## src/rtl/busy_mon_pkg.sv

```systemverilog
package busy_mon_pkg;

  // Strict over-limit test shared by every comparator lane.
  function automatic logic occ_exceeds(input logic [31:0] occ, input logic [31:0] lim);
    return occ > lim;
  endfunction

  // Kind of the next message after the head has been taken (kinds alternate).
  function automatic logic next_kind(input logic head_is_act);
    return ~head_is_act;
  endfunction

endpackage

```

## src/rtl/occ_class_cmp.sv

```systemverilog
module occ_class_cmp #(
  parameter int N_FIFO = 12,
  parameter int OCC_W  = 10
) (
  input  logic [N_FIFO*OCC_W-1:0] occ_i,
  input  logic [OCC_W-1:0]        lim_i,
  output logic [N_FIFO-1:0]       over_vec_o,
  output logic                    any_over_o
);
  import busy_mon_pkg::*;

  for (genvar g = 0; g < N_FIFO; g++) begin : g_lane
    assign over_vec_o[g] = occ_exceeds(32'(occ_i[g*OCC_W +: OCC_W]), 32'(lim_i));
  end

  assign any_over_o = |over_vec_o;
endmodule

```

## src/rtl/busy_tracker.sv

```systemverilog
module busy_tracker (
  input  logic clk,
  input  logic rst_n,
  input  logic any_over_i,
  output logic busy_o,
  output logic rise_o,
  output logic fall_o
);
  logic busy_q;

  always_ff @(posedge clk) begin
    if (!rst_n) busy_q <= 1'b0;
    else        busy_q <= any_over_i;
  end

  assign rise_o = any_over_i & ~busy_q;
  assign fall_o = ~any_over_i & busy_q;
  assign busy_o = busy_q;
endmodule

```

## src/rtl/busy_msg_queue.sv

```systemverilog
module busy_msg_queue #(
  parameter int MAX_PEND = 8,
  parameter int PEND_W   = $clog2(MAX_PEND + 1)
) (
  input  logic              clk,
  input  logic              rst_n,
  input  logic              rise_i,
  input  logic              fall_i,
  input  logic              ready_i,
  output logic              valid_o,
  output logic              act_o,
  output logic              deact_o,
  output logic [PEND_W-1:0] pend_cnt_o
);
  import busy_mon_pkg::*;

  localparam logic [PEND_W-1:0] CNT_MAX = PEND_W'(MAX_PEND);
  localparam logic [PEND_W-1:0] CNT_ONE = PEND_W'(1);

  logic [PEND_W-1:0] cnt_q, cnt_d;
  logic              head_q, head_d;
  logic              push, pop;

  assign push = rise_i | fall_i;
  assign pop  = valid_o & ready_i;

  always_comb begin
    cnt_d  = cnt_q;
    head_d = head_q;
    if (push && cnt_q == '0) begin
      cnt_d  = CNT_ONE;
      head_d = rise_i;
    end else if (pop && push) begin
      head_d = next_kind(head_q);
    end else if (pop) begin
      cnt_d  = cnt_q - CNT_ONE;
      head_d = next_kind(head_q);
    end else if (push) begin
      // full store: new change cancels the newest (opposite) pending entry
      cnt_d = (cnt_q == CNT_MAX) ? cnt_q - CNT_ONE : cnt_q + CNT_ONE;
    end
  end

  always_ff @(posedge clk) begin
    if (!rst_n) begin
      cnt_q  <= '0;
      head_q <= 1'b0;
    end else begin
      cnt_q  <= cnt_d;
      head_q <= head_d;
    end
  end

  assign valid_o    = (cnt_q != '0);
  assign act_o      = valid_o & head_q;
  assign deact_o    = valid_o & ~head_q;
  assign pend_cnt_o = cnt_q;
endmodule

```

## src/rtl/fifo_busy_monitor.sv

```systemverilog
module fifo_busy_monitor #(
  parameter int N_LINKS  = 12,
  parameter int OCC_W    = 10,
  parameter int MAX_PEND = 8
) (
  input  logic                     clk,
  input  logic                     rst_n,
  input  logic [N_LINKS*OCC_W-1:0] data_occ_i,
  input  logic [N_LINKS*OCC_W-1:0] mgmt_occ_i,
  input  logic [OCC_W-1:0]         tmg_occ_i,
  input  logic [OCC_W-1:0]         data_lim_i,
  input  logic [OCC_W-1:0]         mgmt_lim_i,
  input  logic [OCC_W-1:0]         tmg_lim_i,
  input  logic                     msg_ready_i,
  output logic                     busy_o,
  output logic                     msg_valid_o,
  output logic                     act_o,
  output logic                     deact_o
);
  localparam int PEND_W = $clog2(MAX_PEND + 1);

  logic [N_LINKS-1:0] data_over_vec, mgmt_over_vec;
  logic [0:0]         tmg_over_vec;
  logic               data_over, mgmt_over, tmg_over;
  logic               any_over;
  logic               busy_rise, busy_fall;
  logic [PEND_W-1:0]  pend_cnt;

  occ_class_cmp #(.N_FIFO(N_LINKS), .OCC_W(OCC_W)) u_data_cmp (
    .occ_i(data_occ_i), .lim_i(data_lim_i),
    .over_vec_o(data_over_vec), .any_over_o(data_over));

  occ_class_cmp #(.N_FIFO(N_LINKS), .OCC_W(OCC_W)) u_mgmt_cmp (
    .occ_i(mgmt_occ_i), .lim_i(mgmt_lim_i),
    .over_vec_o(mgmt_over_vec), .any_over_o(mgmt_over));

  occ_class_cmp #(.N_FIFO(1), .OCC_W(OCC_W)) u_tmg_cmp (
    .occ_i(tmg_occ_i), .lim_i(tmg_lim_i),
    .over_vec_o(tmg_over_vec), .any_over_o(tmg_over));

  assign any_over = data_over | mgmt_over | tmg_over;

  busy_tracker u_tracker (
    .clk(clk), .rst_n(rst_n), .any_over_i(any_over),
    .busy_o(busy_o), .rise_o(busy_rise), .fall_o(busy_fall));

  busy_msg_queue #(.MAX_PEND(MAX_PEND), .PEND_W(PEND_W)) u_queue (
    .clk(clk), .rst_n(rst_n), .rise_i(busy_rise), .fall_i(busy_fall),
    .ready_i(msg_ready_i), .valid_o(msg_valid_o), .act_o(act_o),
    .deact_o(deact_o), .pend_cnt_o(pend_cnt));
endmodule

```

## config.mk

```make
export PLATFORM = sky130hd
export DESIGN_NAME = fifo_busy_monitor
export DESIGN_NICKNAME = d
export VERILOG_FILES = /design/src/rtl/busy_mon_pkg.sv /design/src/rtl/occ_class_cmp.sv /design/src/rtl/busy_tracker.sv /design/src/rtl/busy_msg_queue.sv /design/src/rtl/fifo_busy_monitor.sv
export SDC_FILE = /design/constraint.sdc
export NUM_CORES = 1
export LEC_CHECK = 0
export ABC_AREA = 1
export BUFFER_PORTS_ARGS = -buffer_cell sky130_fd_sc_hd__buf_2
export CAP_MARGIN = 20
export CORE_MARGIN = 2
export CORE_UTILIZATION = 55
export CTS_CLUSTER_SIZE = 25
export DETAILED_ROUTE_END_ITERATION = 12
export PLACE_DENSITY = 0.9
export SLEW_MARGIN = 20
export SYNTH_ARGS = -nofsm -noshare
export SYNTH_HDL_FRONTEND = slang
export SYNTH_HIERARCHICAL = 1
export SYNTH_SLANG_ARGS = --single-unit
```

## constraint.sdc

```tcl
create_clock -name clk -period 4.8 [get_ports clk]
set_clock_uncertainty 0.1 [all_clocks]
set_input_delay 0.96 -clock clk [delete_from_list [all_inputs] [get_ports clk]]
set_output_delay 0.96 -clock clk [all_outputs]
set_load 0.005 [all_outputs]
```

==> results.toml, run 1 <==
[sta]
rsz0062_at_grt = "no"
whs_ps = 448
fin_crit_sh = 0.775
setup_ws_ps = 1080
final_max_slew_viol_count = 0
setup_viol = 0
finalHoldViolCount = 0
tightest_slew_ps = 580
fmax_ghz = 0.269
layout_min_cycle_time_ps = 3720
tns_ps = 0
max-slew-margin-rel = 0.613

[critical_path]
max_stage_delay_ps = 400
worst_path_max_delay_cell = "inv_1"
crit_fanout = 12
reg2reg_setup_slack_ps = 2880
ff2ff_path_depth = 9
worst-path-buf-inv = 6
r2r_start = "u_queue/pend_cnt_o[0]"
cp-end-kind = "register"
critPathKind = "input port to register"
r2r_end = "u_queue/pend_cnt_o[2]"
startpoint_type = "input port"
critPathRequiredTime_ps = 4820
critical_path.cell_chain = "buf_2 -> inv_1 -> ha_1 -> nand2_1 -> inv_1 -> a21oi_1 -> nand3_1 -> nand2_1 -> nand2_1 -> nor2_1 -> nand3_1 -> nor2_1 -> nand2_1 -> inv_1 -> nor2_2 -> nor2_1 -> ha_1 -> inv_1 -> a21oi_2 -> nand2_1 -> inv_1"
cpLargestDelayFamily = "simple AND/OR/NAND/NOR gates"
arrival_ps = 3740

[clock_network]
root_buffer = "clkbuf_16"
post_cts_buffers = 0
htree_levels = 1
numCtsBuffers = 3
postCtsHoldBufs = 0
clkSinkCount = 6
cts_resized = 0
cts_tree = "yes"
insertion_delay_ps = 230
clk_pin_slew_worst_paths_ps = 40
clock_path_buffers = 2

[final_layout]
final_util = 0.711
fill_cells = 1065
layout-drive-gt1-share = 0.257
fin_cells = 1529
fin_nets = 1894
design_area_um2 = 8570
area_delta_synth_final_pct = 25.3

[detailed_routing]
num_vias = 7741
routed_via_density = 5.06
drc = 0
drt_wl_total_mm = 20.4
post_drt_wl_per_cell_um = 13.3
drtIter0Drc = 287
antenna_left = 0
first_pass_iters = 5

[power]
power_mw = 1.12
peakVddDrop_v = 0.000213
power_leakage_nw = 5.53
p_per_area_nw_per_um2 = 131

[worst_hold_path]
hold_class = "register to register"
min-delay-start = "u_queue/head_q"
holdPathEnd = "u_queue/head_q"
hold_depth = 2

[run_status]
outcome = "complete, no violations"

[synthesis]
synth_nets = 1603
syn_area_um2 = 6840
avgSynthCellArea_um2 = 6.42
yosys_warnings = 6
netlist_instances = 1066

[placement]
dp_hpwl_mm = 17.9
dp.cells = 1520
port_buffers = 286
pre_cts_ws_ps = 842
routabilityCongestion = 0.901
dpl_cell_area_um2 = 8480

[floorplan]
ioPinCount = 287
core_area_um2 = 12100
die-area_um2 = 13300
die-width_um = 116
start_util = 0.567
num_rows = 40
die_h_um = 116

[global_routing]
grt_max_degree = 13
grt_pass1_vias = 7658
grt_overflow = 0
grt_util_all_layers = 0.302
grt_pass1_wl_mm = 32.4
antenna_found_initial = 6

[job]
drv_cap = 0
==> worst max-delay path by stage <==
stage                        from               endpoint  slack, ps  cells after the start
floorplan           mgmt_lim_i[5]  u_queue/pend_cnt_o[3]       1620                     20
global placement    data_lim_i[9]  u_queue/pend_cnt_o[3]        970                     20
detailed placement  data_lim_i[9]  u_queue/pend_cnt_o[3]        840                     20
CTS                 data_lim_i[9]  u_queue/pend_cnt_o[2]       1060                     21
global route        data_lim_i[9]  u_queue/pend_cnt_o[0]        790                     20
finish              data_lim_i[9]  u_queue/pend_cnt_o[2]       1080                     21
==> sequential cells by signal, indices dropped and copies added (netlist names) <==
signal,flops
u_queue/head_q,1
u_tracker/busy_o,1
u_queue/pend_cnt_o,4
==> worst min-delay path: stages, from the launching register on <==
cell     delay [ps]
dfxtp_1         330
nand2_1          70
a31oi_1          90
==> metal layers <==
layer | global-route usage | part of all wire
met1 | 0.314 | 0.39
met2 | 0.585 | 0.50
met3 | 0.0596 | 0.069
met4 | 0.124 | 0.040
met5 | 0 | 0.0013
==> placed cells by master (no fill, tap or decap) <==
cell / n
nand2_1: 333
buf_2: 286
ha_1: 254
inv_1: 184
nor2_1: 61
nand3_1: 52
a21oi_1: 51
nand4_1: 24
nor2_2: 23
o21bai_1: 20
a21o_1: 13
nand2_2: 11
inv_2: 10
diode_2: 6
dfxtp_1: 6
nand3_2: 5
clkbuf_16: 3
nand2_4: 3
a21oi_2: 3
o21ai_1: 2
o21ai_0: 2
a31oi_1: 2
a21boi_2: 1
o21ai_2: 1
and2_4: 1
xor2_1: 1
xnor2_1: 1
o211ai_1: 1
nor2_4: 1
==> cell type report <==
class	count	area [µm²]	area share
Multi-Input combinational cell	866	5990	0.699
Antenna cell	6	15.0	0.00175
Sequential cell	6	120	0.0140
Clock buffer	3	75.1	0.00876
Tap cell	168	210	0.0245
Inverter	194	728	0.0850
Timing Repair Buffer	286	1430	0.167
==> power by group <==
group,total [mW],internal (mW),switching (mW)
Clock,0.136,0.107,0.0285
Sequential,0.0943,0.0683,0.0260
Combinational,0.889,0.381,0.508
Total,1.12,0.556,0.563
Power figures use the tool's default switching activity.
==> run 2, diff against run 1 <==
CORE_UTILIZATION = 46   (was 55)
PLACE_DENSITY = 0.8   (was 0.9)
clock period = 3.3 ns   (was 4.8 ns; I/O delays follow)
==> run 2 against run 1 <==
Global-route usage is 3.5 points lower; critical endpoint is now u_queue/pend_cnt_o[0]; cell area up 7.9%; final cell count is 3.1% higher; hold slack worse by 24 ps; via count rose by 2.6%; largest power group unchanged; worst setup slack worse by 940 ps; register-to-register slack worse by 1400 ps; sequential share of layout area fell by 0.10 points; highest routed layer is now met4; clock-buffer cell count stayed put; total power up 57%; non-clock buffer count up 32; sequential power rose by 50%.
==> results.toml, run 2 (synthesis gave the netlist of run 1 again) <==
[run_status]
outcome = "complete, no violations"

[critical_path]
worst_path_max_delay_cell = "ha_1"
endpoint = "u_queue/pend_cnt_o[0]"
r2r_end = "u_queue/pend_cnt_o[1]"
cp-end-kind = "register"
critPathRequiredTime_ps = 3360
startpoint_type = "input port"
startpoint = "mgmt_lim_i[6]"
r2r_start = "u_queue/pend_cnt_o[0]"
cp.depth = 22
ff2ff_path_depth = 7
arrival_ps = 3210
reg2reg_setup_slack_ps = 1480
max_stage_delay_ps = 280
cpLargestDelayFamily = "simple AND/OR/NAND/NOR gates"
critPathKind = "input port to register"
critical_path.cell_chain = "buf_2 -> clkinvlp_4 -> buf_4 -> ha_1 -> nand2_2 -> nor2_4 -> nand3_1 -> nand3_1 -> nand2_1 -> nand2_2 -> nor2_1 -> nand3_1 -> nor2_1 -> nand2_1 -> inv_2 -> nor2_2 -> nor2_2 -> inv_1 -> ha_1 -> nor2_1 -> nand2_1 -> a31oi_1"
crit_fanout = 6
worst-path-buf-inv = 5

[final_layout]
fin_cells = 1576
final_common_cell = "nand2_1"
layout-drive-gt1-share = 0.301
largest_register_ffs = 4
layout_common_cells = "326 x nand2_1, 284 x buf_2, 244 x ha_1"
fin_nets = 1929
area_delta_synth_final_pct = 35.2
final_util = 0.636
design_area_um2 = 9250

[detailed_routing]
antenna_left = 0
drc = 0
drt_wl_total_mm = 22.0
first_pass_iters = 4
drtIter0Drc = 290
post_drt_wl_per_cell_um = 14.0
num_vias = 7944
routed_via_density = 5.04

[clock_network]
clk_pin_slew_worst_paths_ps = 30
root_buffer = "clkbuf_16"
insertion_delay_ps = 230
clkSinkCount = 6
cts_tree = "yes"
numCtsBuffers = 3
clock_path_buffers = 2
htree_levels = 1

[global_routing]
grt_pass1_vias = 7866
grt_overflow = 0
grt_util_all_layers = 0.267
antenna_found_initial = 2
grt_pass1_wl_mm = 34.9
grt_max_degree = 13

[placement]
port_buffers = 286
dp_hpwl_mm = 19.1
dp.cells = 1558
dpl_cell_area_um2 = 8790
routabilityCongestion = 0.881

[sta]
finalHoldViolCount = 0
final_max_slew_viol_count = 0
tightest_slew_ps = 327
max-slew-margin-rel = 0.782
setup_viol = 0
layout_min_cycle_time_ps = 3160
fmax_ghz = 0.317
fin_crit_sh = 0.957

[floorplan]
die_h_um = 126
die-area_um2 = 15900
num_rows = 44
ioPinCount = 287
core_area_um2 = 14500
die-width_um = 126
start_util = 0.471

[power]
swShare = 0.491
peakVddDrop_v = 0.000140
p_switching_mw = 0.864
p_clk_frac = 0.112
power_frac_comb = 0.808
p_per_area_nw_per_um2 = 190
power_leakage_nw = 5.73
p_int_mw = 0.896
p_seq_frac = 0.080

[job]
drv_cap = 0

[worst_hold_path]
hold_class = "register to register"
[run 2: through the flow]
step,hold slack [ps],total power [mW],worst slack (ps),setup TNS (ps)
floorplan,372,0.984,422,0
global placement,395,1.42,-63.3,-185
detailed placement,405,1.47,-171,-688
CTS,410,1.67,55.0,0
global route,422,1.98,-83.6,-268
finish,425,1.76,143,0
[run 2: what timing repair did]
action	4_1_cts	5_1_grt
setup endpoints to repair	0	5
buffers inserted	0	10
hold buffers	0	0
gates resized for setup	0	54
[run 2: power groups by stage]
stage	combinational, mW	sequential (mW)	clock, mW
after global placement	1.28	0.138	0
after floorplan	0.857	0.127	0
final	1.42	0.141	0.197
after CTS	1.33	0.140	0.198
after detailed placement	1.33	0.140	0
after global routing	1.63	0.145	0.204
[run 2: final cells by class]
| class | count | area, µm² |
|---|---|---|
| multi-input cells | 866 | 6190 |
| repair buffers | 318 | 1860 |
| fillers | 1366 | 5290 |
| well taps | 184 | 230 |
| repair inverters | 3 | 22.5 |
| clock buffers | 3 | 75.1 |
| diodes | 2 | 5.00 |
| flip-flops and latches | 6 | 120 |
| inverters | 194 | 747 |
[run 2: how the worst min path moves through the flow]
stage / from / endpoint / slack (ps) / cells after the start
after global placement: u_queue/head_q / u_queue/head_q / 400 / 2
after global routing: u_queue/head_q / u_queue/head_q / 420 / 2
final: u_queue/head_q / u_queue/head_q / 420 / 2
after floorplan: u_queue/head_q / u_queue/head_q / 370 / 2
after detailed placement: u_queue/head_q / u_queue/head_q / 400 / 2
after CTS: u_queue/head_q / u_queue/head_q / 410 / 2
[run 2: per-layer routing]
metal  vias up  track usage  share of wire
met2       285        0.530           0.51
li1       4137            -              -
met3        50       0.0446          0.071
met4         0       0.0853          0.033
met1      3472        0.282           0.38
met5         -            0              0
[run 2: worst min-delay path, delay by kind of cell (launching register included)]
kind | cells | cell delay [ps]
and+or+nand+nor | 1 | 80
AOI/OAI and AO/OA | 1 | 80
DFF | 1 | 320
==> run 3, diff against run 2 <==
CORE_UTILIZATION = 51   (was 46)
PLACE_DENSITY = 0.84   (was 0.8)
clock period = 3.15 ns   (was 3.3 ns; I/O delays follow)
==> run 3 against run 2 <==
Non-clock buffer count is 2 lower; register-to-register slack lost 110 ps; combinational power rose by 8%; first-iteration DRC count increased by 11%; via count rose by 4.1%; critical endpoint unchanged; utilization is 8.2 points higher; the flow now finishes with violations (negative setup slack); sequential power is 4% higher; highest routed layer unchanged.
==> results.toml, run 3 (synthesis gave the netlist of run 1 again) <==
[floorplan]
core_area_um2 = 13200
ioPinCount = 287
num_rows = 42
die-area_um2 = 14400
die-width_um = 120
start_util = 0.518
die_h_um = 120

[placement]
port_buffers = 286
dpl_cell_area_um2 = 8780
dp.cells = 1548
dp_hpwl_mm = 18.4
routabilityCongestion = 0.913

[critical_path]
crit_fanout = 6
arrival_ps = 3370
critPathKind = "input port to register"
cp-end-kind = "register"
startpoint_type = "input port"
critPathRequiredTime_ps = 3200

[detailed_routing]
routed_via_density = 5.28
first_pass_iters = 7
drc = 0
drtIter0Drc = 322
drt_wl_total_mm = 23.7
post_drt_wl_per_cell_um = 15.1
antenna_left = 0
num_vias = 8272

[global_routing]
grt_pass1_vias = 7632
grt_use_met2 = 0.550
antenna_found_initial = 2
grt_util_all_layers = 0.282
use_met3 = 0.0513
grt_pass1_wl_mm = 33.0
gr-max-usage-layer = "met2"
use_met1 = 0.293
grt_overflow = 0
grt_max_degree = 13

[power]
power_leakage_nw = 5.74
power_mw = 1.90
p_per_area_nw_per_um2 = 200
peakVddDrop_v = 0.000147

[final_layout]
layout-drive-gt1-share = 0.321
final_common_cell = "nand2_1"
design_area_um2 = 9470
area_delta_synth_final_pct = 38.5
fin_cells = 1566
largest_register_ffs = 4
layout_common_cells = "323 x nand2_1, 283 x buf_2, 229 x ha_1"
fin_nets = 1927

[sta]
layout_min_cycle_time_ps = 3310
tns_ps = -586
setup_ws_ps = -161
finalHoldViolCount = 0
fmax_ghz = 0.302
max-slew-margin-rel = 0.774
setup_viol = 5
fin_crit_sh = 1.05
tightest_slew_ps = 340
final_max_slew_viol_count = 0

[clock_network]
root_buffer = "clkbuf_16"
clock_path_buffers = 2
postCtsHoldBufs = 0
insertion_delay_ps = 230
clk_pin_slew_worst_paths_ps = 30
cts_tree = "yes"
numCtsBuffers = 3
clkSinkCount = 6
htree_levels = 1

[job]
drv_cap = 0

[worst_hold_path]
hold_class = "register to register"

[run_status]
outcome = "finished, violations left"
failed_checks = "negative setup slack"
run 3: cell types whose count changed in the layout (fill, tap and decap cells not counted), sizes merged:
| cell | change |
|---|---|
| clkbuf | +1 |
| clkinvlp | -1 |
| inv | +1 |
| buf | -3 |
run 3: path summary, 6_finish.rpt:
kind | from | endpoint | slack [ps] | cells past startpoint
worst max-delay path | mgmt_lim_i[2] | u_queue/pend_cnt_o[0] | -160 | 21
worst min-delay path | u_queue/head_q | u_queue/head_q | 420 | 2
worst max register to register | u_queue/pend_cnt_o[0] | u_queue/pend_cnt_o[2] | 1370 | 9
worst min register to register | u_queue/head_q | u_queue/head_q | 420 | 2
run 3: final cells by class:
| class | instances | area [µm²] |
|---|---|---|
| multi-input combinational | 866 | 6410 |
| antenna | 2 | 5.00 |
| fill | 1068 | 3720 |
| timing repair buffer | 316 | 1880 |
| tap | 176 | 220 |
| timing repair inverter | 3 | 22.5 |
| inverter | 194 | 743 |
| sequential | 6 | 120 |
| clock buffer | 3 | 75.1 |
run 3: what timing repair did:
| item | CTS | global route |
|---|---|---|
| hold endpoints to repair | 0 | 0 |
| buffers inserted | 0 | 10 |
| gates resized for setup | 0 | 79 |
| endpoints found under the setup margin | 0 | 5 |
run 3: where the power goes:
group	switching [mW]	total (mW)	internal [mW]
sequential	0.0419	0.146	0.104
clock	0.0440	0.207	0.163
combinational	0.857	1.54	0.687
run 3: per-layer routing:
metal	vias to the layer above	share of wire
met1	3591	0.35
li1	4140	-
met4	0	0.063
met3	124	0.090
met5	-	0
met2	417	0.49
run 3: critical path, cell delays in order:
cell        delay (ps)
buf_4              120
clkinvlp_4         170
buf_6              160
ha_1               270
nand2_1             80
nor2_2             300
nand4_1            200
nand2_1            130
nand2_1             70
nor2_2             130
nand3_2            110
nor2_4             100
nand2_2             70
inv_2               50
nor2_2              30
nor2_2             180
inv_2               90
ha_4               170
nor2_2             100
nand2_1             60
a31oi_1            120
run 3: stage by stage:
stage / hold slack, ps / util / setup slack (ps)
2_1_floorplan: 372 / - / 302
4_1_cts: 417 / 0.671 / 24.2
5_1_grt: 452 / 0.718 / -342
3_5_place_dp: 413 / 0.666 / -217
6_report: 421 / 0.718 / -161
3_3_place_gp: 392 / 0.666 / -155
